--- config.mk ---
export PLATFORM = sky130hd
export DESIGN_NAME = async_serial_tx
export DESIGN_NICKNAME = d
export VERILOG_FILES = /design/src/rtl/atx_pkg.sv /design/src/rtl/atx_regs.sv /design/src/rtl/atx_hold.sv /design/src/rtl/atx_shift.sv /design/src/rtl/async_serial_tx.sv
export SDC_FILE = /design/constraint.sdc
export NUM_CORES = 1
export LEC_CHECK = 0
export ABC_AREA = 1
export ABC_CLOCK_PERIOD_IN_PS = 6600
export BUFFER_PORTS_ARGS = -buffer_cell sky130_fd_sc_hd__buf_2
export CAP_MARGIN = 20
export CORE_MARGIN = 2
export CORE_UTILIZATION = 45
export DETAILED_ROUTE_END_ITERATION = 8
export PLACE_DENSITY = 0.61
export SLEW_MARGIN = 40
export SYNTH_ARGS = -nofsm -noshare
export SYNTH_HDL_FRONTEND = slang
export SYNTH_SLANG_ARGS = --single-unit
--- constraint.sdc ---
create_clock -name clk -period 6.6 [get_ports clk]
set_input_delay 0.66 -clock clk [delete_from_list [all_inputs] [get_ports clk]]
set_output_delay 0.66 -clock clk [all_outputs]
set_load 0.05 [all_outputs]
--- src/rtl/atx_pkg.sv ---
package atx_pkg;

    localparam int unsigned LEN_W = 4;
    localparam int unsigned FAC_W = 7;
    localparam int unsigned STP_W = 8;

    // decoded frame format used by the shift engine
    typedef struct packed {
        logic [LEN_W-1:0] len;
        logic             par_en;
        logic             par_even;
        logic [FAC_W-1:0] factor;
        logic [STP_W-1:0] stop_ticks;
    } frame_cfg_t;

    typedef enum logic [2:0] {
        SH_IDLE,
        SH_START,
        SH_DATA,
        SH_PAR,
        SH_STOP
    } sh_state_e;

    // turn a format word into tick counts and field values
    function automatic frame_cfg_t decode_mode(input logic [7:0] m);
        frame_cfg_t  c;
        int unsigned fac;
        int unsigned halves;
        case (m[1:0])
            2'b10:   fac = 16;
            2'b11:   fac = 64;
            default: fac = 1;
        endcase
        case (m[7:6])
            2'b10:   halves = 3;
            2'b11:   halves = 4;
            default: halves = 2;
        endcase
        c.len        = LEN_W'(32'd5 + 32'(m[3:2]));
        c.par_en     = m[4];
        c.par_even   = m[5];
        c.factor     = FAC_W'(fac);
        c.stop_ticks = STP_W'((halves * fac + 32'd1) / 32'd2);
        return c;
    endfunction

endpackage

--- src/rtl/atx_regs.sv ---
module atx_regs #(
    parameter int unsigned DW = 8
) (
    input  logic          clk,
    input  logic          rst_n,
    input  logic          cs_n,
    input  logic          cd,
    input  logic          wr_n,
    input  logic [DW-1:0] din,
    output logic [DW-1:0] mode,
    output logic          txen,
    output logic          data_wr,
    output logic          soft_rst
);

    typedef struct packed {
        logic          wr_seen;
        logic          expect_mode;
        logic          txen;
        logic [DW-1:0] mode;
    } regs_t;

    regs_t q, d;
    logic  wr_act;
    logic  wr_pulse;

    always_comb begin
        d        = q;
        wr_act   = !cs_n && !wr_n;
        wr_pulse = wr_act && !q.wr_seen;
        d.wr_seen = wr_act;
        data_wr  = wr_pulse && !cd;
        soft_rst = wr_pulse && cd && !q.expect_mode && din[6];
        if (wr_pulse && cd) begin
            if (q.expect_mode) begin
                d.mode        = din;
                d.expect_mode = 1'b0;
            end else if (din[6]) begin
                d.expect_mode = 1'b1;
                d.txen        = 1'b0;
            end else begin
                d.txen = din[0];
            end
        end
    end

    always_ff @(posedge clk or negedge rst_n) begin
        if (!rst_n) begin
            q <= '{wr_seen: 1'b0, expect_mode: 1'b1, txen: 1'b0, mode: '0};
        end else begin
            q <= d;
        end
    end

    assign mode = q.mode;
    assign txen = q.txen;

    // internal reset re-arms the format word and disables sending
    assert_softreset_rearms_R2 : assert property (
        @(posedge clk) disable iff (!rst_n)
        soft_rst |=> (q.expect_mode && !q.txen)
    ) else $error("internal reset did not re-arm format word");

endmodule

--- src/rtl/atx_hold.sv ---
module atx_hold #(
    parameter int unsigned DW = 8
) (
    input  logic          clk,
    input  logic          rst_n,
    input  logic          clr,
    input  logic          wr,
    input  logic          en,
    input  logic [DW-1:0] din,
    input  logic          take,
    output logic          full,
    output logic [DW-1:0] data
);

    typedef struct packed {
        logic          full;
        logic [DW-1:0] data;
    } hold_t;

    hold_t q, d;

    always_comb begin
        d = q;
        if (clr) begin
            d.full = 1'b0;
        end else begin
            if (take) begin
                d.full = 1'b0;
            end
            if (wr && en) begin
                d.full = 1'b1;
                d.data = din;
            end
        end
    end

    always_ff @(posedge clk or negedge rst_n) begin
        if (!rst_n) begin
            q <= '{full: 1'b0, data: '0};
        end else begin
            q <= d;
        end
    end

    assign full = q.full;
    assign data = q.data;

    assert_take_from_full_R11 : assert property (
        @(posedge clk) disable iff (!rst_n)
        take |-> q.full
    ) else $error("transfer from empty holding register");

    assert_disabled_write_dropped_R10 : assert property (
        @(posedge clk) disable iff (!rst_n)
        (wr && !en && !q.full) |=> !q.full
    ) else $error("write accepted while disabled");

endmodule

--- src/rtl/atx_shift.sv ---
module atx_shift
    import atx_pkg::*;
#(
    parameter int unsigned DW = 8,
    parameter int unsigned CW = 8
) (
    input  logic          clk,
    input  logic          rst_n,
    input  logic          clr,
    input  logic          tick,
    input  frame_cfg_t    cfg,
    input  logic          avail,
    input  logic [DW-1:0] hdata,
    output logic          take,
    output logic          busy,
    output logic          txd
);

    localparam int unsigned IW = (DW > 1) ? $clog2(DW) : 1;

    typedef struct packed {
        sh_state_e     state;
        logic [DW-1:0] sh;
        logic [IW-1:0] idx;
        logic [CW-1:0] cnt;
        logic          par;
        logic          txd;
    } sh_regs_t;

    localparam sh_regs_t SH_RST = '{state: SH_IDLE, sh: '0, idx: '0,
                                    cnt: '0, par: 1'b0, txd: 1'b1};

    sh_regs_t      q, d;
    logic [CW-1:0] limit;
    logic          last_tick;
    logic          free;
    logic [DW-1:0] masked;

    always_comb begin
        d    = q;
        take = 1'b0;
        limit     = (q.state == SH_STOP) ? CW'(cfg.stop_ticks) : CW'(cfg.factor);
        last_tick = (q.cnt == limit - CW'(1));
        free      = (q.state == SH_IDLE) || ((q.state == SH_STOP) && last_tick);
        for (int i = 0; i < int'(DW); i++) begin
            masked[i] = hdata[i] && (i < int'(cfg.len));
        end
        if (clr) begin
            d = SH_RST;
        end else if (tick) begin
            if (free && avail) begin
                take    = 1'b1;
                d.state = SH_START;
                d.sh    = hdata;
                d.idx   = '0;
                d.cnt   = '0;
                d.par   = (^masked) ^ !cfg.par_even;
                d.txd   = 1'b0;
            end else if (q.state != SH_IDLE) begin
                if (last_tick) begin
                    d.cnt = '0;
                    case (q.state)
                        SH_START: begin
                            d.state = SH_DATA;
                            d.txd   = q.sh[0];
                        end
                        SH_DATA: begin
                            if (LEN_W'(q.idx) == cfg.len - LEN_W'(1)) begin
                                if (cfg.par_en) begin
                                    d.state = SH_PAR;
                                    d.txd   = q.par;
                                end else begin
                                    d.state = SH_STOP;
                                    d.txd   = 1'b1;
                                end
                            end else begin
                                d.idx = q.idx + IW'(1);
                                d.sh  = q.sh >> 1;
                                d.txd = q.sh[1];
                            end
                        end
                        SH_PAR: begin
                            d.state = SH_STOP;
                            d.txd   = 1'b1;
                        end
                        default: begin
                            d.state = SH_IDLE;
                            d.txd   = 1'b1;
                        end
                    endcase
                end else begin
                    d.cnt = q.cnt + CW'(1);
                end
            end
        end
    end

    always_ff @(posedge clk or negedge rst_n) begin
        if (!rst_n) begin
            q <= SH_RST;
        end else begin
            q <= d;
        end
    end

    assign busy = (q.state != SH_IDLE);
    assign txd  = q.txd;

    assert_idle_line_high_R7 : assert property (
        @(posedge clk) disable iff (!rst_n)
        (q.state == SH_IDLE) |-> q.txd
    ) else $error("line low while idle");

    assert_start_bit_low_R7 : assert property (
        @(posedge clk) disable iff (!rst_n)
        (q.state == SH_START) |-> !q.txd
    ) else $error("start bit not low");

    assert_start_on_tick_R11 : assert property (
        @(posedge clk) disable iff (!rst_n)
        ((q.state == SH_IDLE) && !tick) |=> (q.state == SH_IDLE)
    ) else $error("frame started without a baud tick");

endmodule

--- src/rtl/async_serial_tx.sv ---
module async_serial_tx
    import atx_pkg::*;
#(
    parameter int unsigned DW = 8,
    parameter int unsigned CW = 8
) (
    input  logic          clk,
    input  logic          rst_n,
    input  logic          baud_tick,
    input  logic          cs_n,
    input  logic          cd,
    input  logic          rd_n,
    input  logic          wr_n,
    input  logic [DW-1:0] din,
    output logic [DW-1:0] dout,
    output logic          txd
);

    logic [DW-1:0] mode;
    logic          txen;
    logic          data_wr;
    logic          soft_rst;
    logic          hold_full;
    logic [DW-1:0] hold_data;
    logic          take;
    logic          sh_busy;
    frame_cfg_t    cfg;
    logic          rd_status;
    logic [DW-1:0] status;

    atx_regs #(.DW(DW)) regs_i (
        .clk      (clk),
        .rst_n    (rst_n),
        .cs_n     (cs_n),
        .cd       (cd),
        .wr_n     (wr_n),
        .din      (din),
        .mode     (mode),
        .txen     (txen),
        .data_wr  (data_wr),
        .soft_rst (soft_rst)
    );

    atx_hold #(.DW(DW)) hold_i (
        .clk   (clk),
        .rst_n (rst_n),
        .clr   (soft_rst),
        .wr    (data_wr),
        .en    (txen),
        .din   (din),
        .take  (take),
        .full  (hold_full),
        .data  (hold_data)
    );

    always_comb begin
        cfg = decode_mode(8'(mode));
    end

    atx_shift #(.DW(DW), .CW(CW)) shift_i (
        .clk   (clk),
        .rst_n (rst_n),
        .clr   (soft_rst),
        .tick  (baud_tick),
        .cfg   (cfg),
        .avail (hold_full && txen),
        .hdata (hold_data),
        .take  (take),
        .busy  (sh_busy),
        .txd   (txd)
    );

    always_comb begin
        status    = '0;
        status[0] = !hold_full;
        status[2] = !hold_full && !sh_busy;
        rd_status = !cs_n && !rd_n && cd;
        dout      = rd_status ? status : '0;
    end

    // a frame may only begin from a filled holding register
    assert_frame_from_held_char_R11 : assert property (
        @(posedge clk) disable iff (!rst_n)
        $rose(sh_busy) |-> $past(hold_full)
    ) else $error("frame began without a held character");

endmodule

==> run_results.csv <==
group,metric,value,unit
finish,fin_cells,464,
timing,hold_viol_final,0,
power_and_ir_drop,ir_drop,0.194,mV
place,port_buffers,17,
yosys,synth_top_area_share,37.0,%
timing,finalCritPeriodShare,44.3,%
timing,finalSetupViolCount,0,
timing,max_freq,342,MHz
finish,antennaDiodeCount,0,
cts,htree_levels,2,
worst_setup_path,path_max_fanout,12,
worst_setup_path,crit_type,"reg -> reg",
yosys,synth_cell_type_count,40,
yosys,ys_seq_elements,44,
cts,cts_tree,"built",
global_routing,grt_pass1_vias,2316,
route,viasPerCell,5.15,
finish,fill_cells,628,
worst_setup_path,reg2reg_from,"shift_i.q[23]",
worst_setup_path,crit_top_cell,"nand2_1",
worst_setup_path,crit_path_end,"shift_i.q[17]",
yosys,synth_simple_gate_area_share,37.2,%
cts,post_cts_buffers,0,
yosys,synth_fa_ha_area_share,2.64,%
yosys,synth_area_leaders,"dfrtp_1, nand2_1, nand3_1",
worst_setup_path,critPathSlowestCell,"dfrtp_1",
worst_setup_path,reg2reg_slack,3.68,ns
worst_setup_path,crit_required,6.79,ns
timing,fin_crit,2.92,ns
worst_setup_path,cp.arrival,3.12,ns
flow_run,drv_cap,0,
yosys,muxShareOfSynthArea,2.78,%
worst_setup_path,reg2reg_depth,16,
die,start_util,47.1,%
yosys,synthCells,375,
yosys,synth_compound_area_share,6.83,%
cts,clk_path_buf_depth,2,
route,vias,2389,
cts,cts_made_buffers,5,
worst_hold_path,hold_class,"in -> async",
yosys,async_flop_share,100,%
worst_setup_path,critPathLaunchType,"register",
global_routing,grt_usage,18.9,%
route,first_iter_violations,81,
yosys,avgSynthCellArea,7.57,um2
outcome,outcome,"completed",
cts,holdBufCountCts,0,
place,post-place-cells,457,
place,globalplace.congestion,0.860,
worst_setup_path,cp-end-kind,"register",
die,design.core.area,6030,um2
route,wl,6110,um
die,rows,28,
timing,rsz0062_at_grt,"false",
yosys,synth_top_family_by_area,"simple AND/OR/NAND/NOR gates",
global_routing,overflow,0,
timing,tightest_slew,0.735,ns
cts,cts-root-buf,"clkbuf_8",
yosys,synth_xor_area_share,3.09,%
worst_setup_path,cp_cell_sequence,"inv_1, nor2_2, nand2_1, ha_1, xor2_1, nand3_1, nor2_1, nand2_1, nor2_1, nand3_2, nand2_4, nand2_4, nand3b_4, nand2_4, nand2_1, nand2_1",
yosys,synth-edff-count,0,
worst_setup_path,slowest_delay,0.68,ns
route,drc,0,
timing,fin_worst_skew,0.00938,ns
yosys,yosysWarnings,0,
timing,drv_slew,0,
global_routing,antenna_found_initial,0,
yosys,yosysTopAreaCell,"dfrtp_1",
global_routing,grt_max_degree,45,
route,ant_nets,0,
die,die_h,83.4,um
timing,slew_headroom,50.8,%
die,num_io_pins,24,
die,die_w,83.4,um
worst_setup_path,r2r-end,"shift_i.q[17]",
timing,hold_ws,0.348,ns
power_and_ir_drop,leakagePower,1.54,nW
route,drt-pass1-iter-count,4,
yosys,ys_seq_area_share,38.9,%
route,wl_per_cell,13.2,um
worst_setup_path,crit_start,"shift_i.q[23]",
cts,worstSkewPairLatency,0.30,ns
finish,drive_above_1_share,16.7,%
power_and_ir_drop,total_power,0.00118,W
power_and_ir_drop,power_density,390,nW/um2
cts,postCtsResizedCells,0,
yosys,synth_most_common_cell,"nand2_1",
cts,clk_pin_slew,0.08,ns
finish,area_growth,6.26,%
global_routing,grt_first_pass_wirelength,10700,um
cts,clock-sinks,44,
yosys,synth_ff_type,"dfrtp_1",
die,die-area,6960,um2
finish,layout.nets,410,
place,dp_hpwl,4740,um
yosys,syn-cell-area,2840,um2
yosys,ys_top_cells_by_count,"nand2_1, nand3_1, dfrtp_1",
timing,finalSetupTns,0,ns
registers in the layout, indices dropped and copies added (netlist names):
register and cells:
hold_i.full 1, hold_i.data 8, shift_i.txd 1, regs_i.mode 8, regs_i.q 2, shift_i.q 23
regs_i.txen 1
worst min path at each step:
stage	endpoint	slack, ns
2_1_floorplan	hold_i.data[0]	0.36
3_3_place_gp	regs_i.q[9]	0.47
6_report	regs_i.mode[3]	0.35
3_5_place_dp	shift_i.q[20]	0.47
5_1_grt	hold_i.data[1]	0.38
4_1_cts	regs_i.mode[4]	0.37
metal layers:
metal,part of all wire (%),track usage [%]
met5,0,0
met1,47,24.5
met3,2.1,3.18
met2,49,32.3
met4,1.3,5.57
kinds of logic after synthesis:
kind of cell	count (synthesis)
compound gates	33
xor+xnor	10
fa+ha+maj	6
buf+inv	50
flops	44
mux	7
other cells	1
simple gates	224
final cells by class:
type / count / area (um2) / area share [%]
clock buffers: 5 / 68.8 / 2.28
clock inverters: 2 / 12.5 / 0.415
inverters: 35 / 134 / 4.44
multi-input cells: 286 / 1520 / 50.3
flip-flops and latches: 44 / 1100 / 36.6
well taps: 75 / 93.8 / 3.11
repair buffers: 17 / 87.6 / 2.90
cells in the final DEF (no fill, tap or decap), types with 2 or more instances in the layout:
cell type and instances:
a21oi_1 5, buf_2 16, clkbuf_8 5, conb_1 6
dfrtp_1 42, dfstp_2 2, ha_1 6, inv_1 28
inv_2 6, mux2_2 7, nand2_1 107, nand2_2 5
nand2_4 4, nand3_1 46, nand3_2 4, nand4_1 11
nor2_1 29, nor2_2 6, nor2_4 2, nor3_1 5
o21ai_0 18, o21bai_1 2, xnor2_1 3, xor2_1 7
where the power goes:
group          switching, W  internal, W
Clock             0.0000918    0.0000718
Combinational      0.000362     0.000204
Sequential        0.0000892     0.000358
Total              0.000543     0.000634
worst max-delay path, delay by kind of cell, from the launching register on:
kind	cells	cell delay [ns]
buffers and inverters	1	0.18
flip-flops	1	0.68
XOR/XNOR	1	0.15
adder cells (fa/ha/maj)	1	0.30
AND/OR/NAND/NOR	13	1.51
metrics by stage:
| stage | setup WS [ns] | utilization [%] | cell area (um2) |
|---|---|---|---|
| 4_1_cts | 3.66 | 50.0 | 3010 |
| 6_report | 3.68 | 50.1 | 3020 |
| 3_5_place_dp | 3.60 | 48.7 | 2930 |
| 5_1_grt | 3.32 | 50.1 | 3020 |
| 3_3_place_gp | 3.65 | 48.6 | 2930 |
| 2_1_floorplan | 3.68 | - | 2860 |
Power figures use the tool's default switching activity.
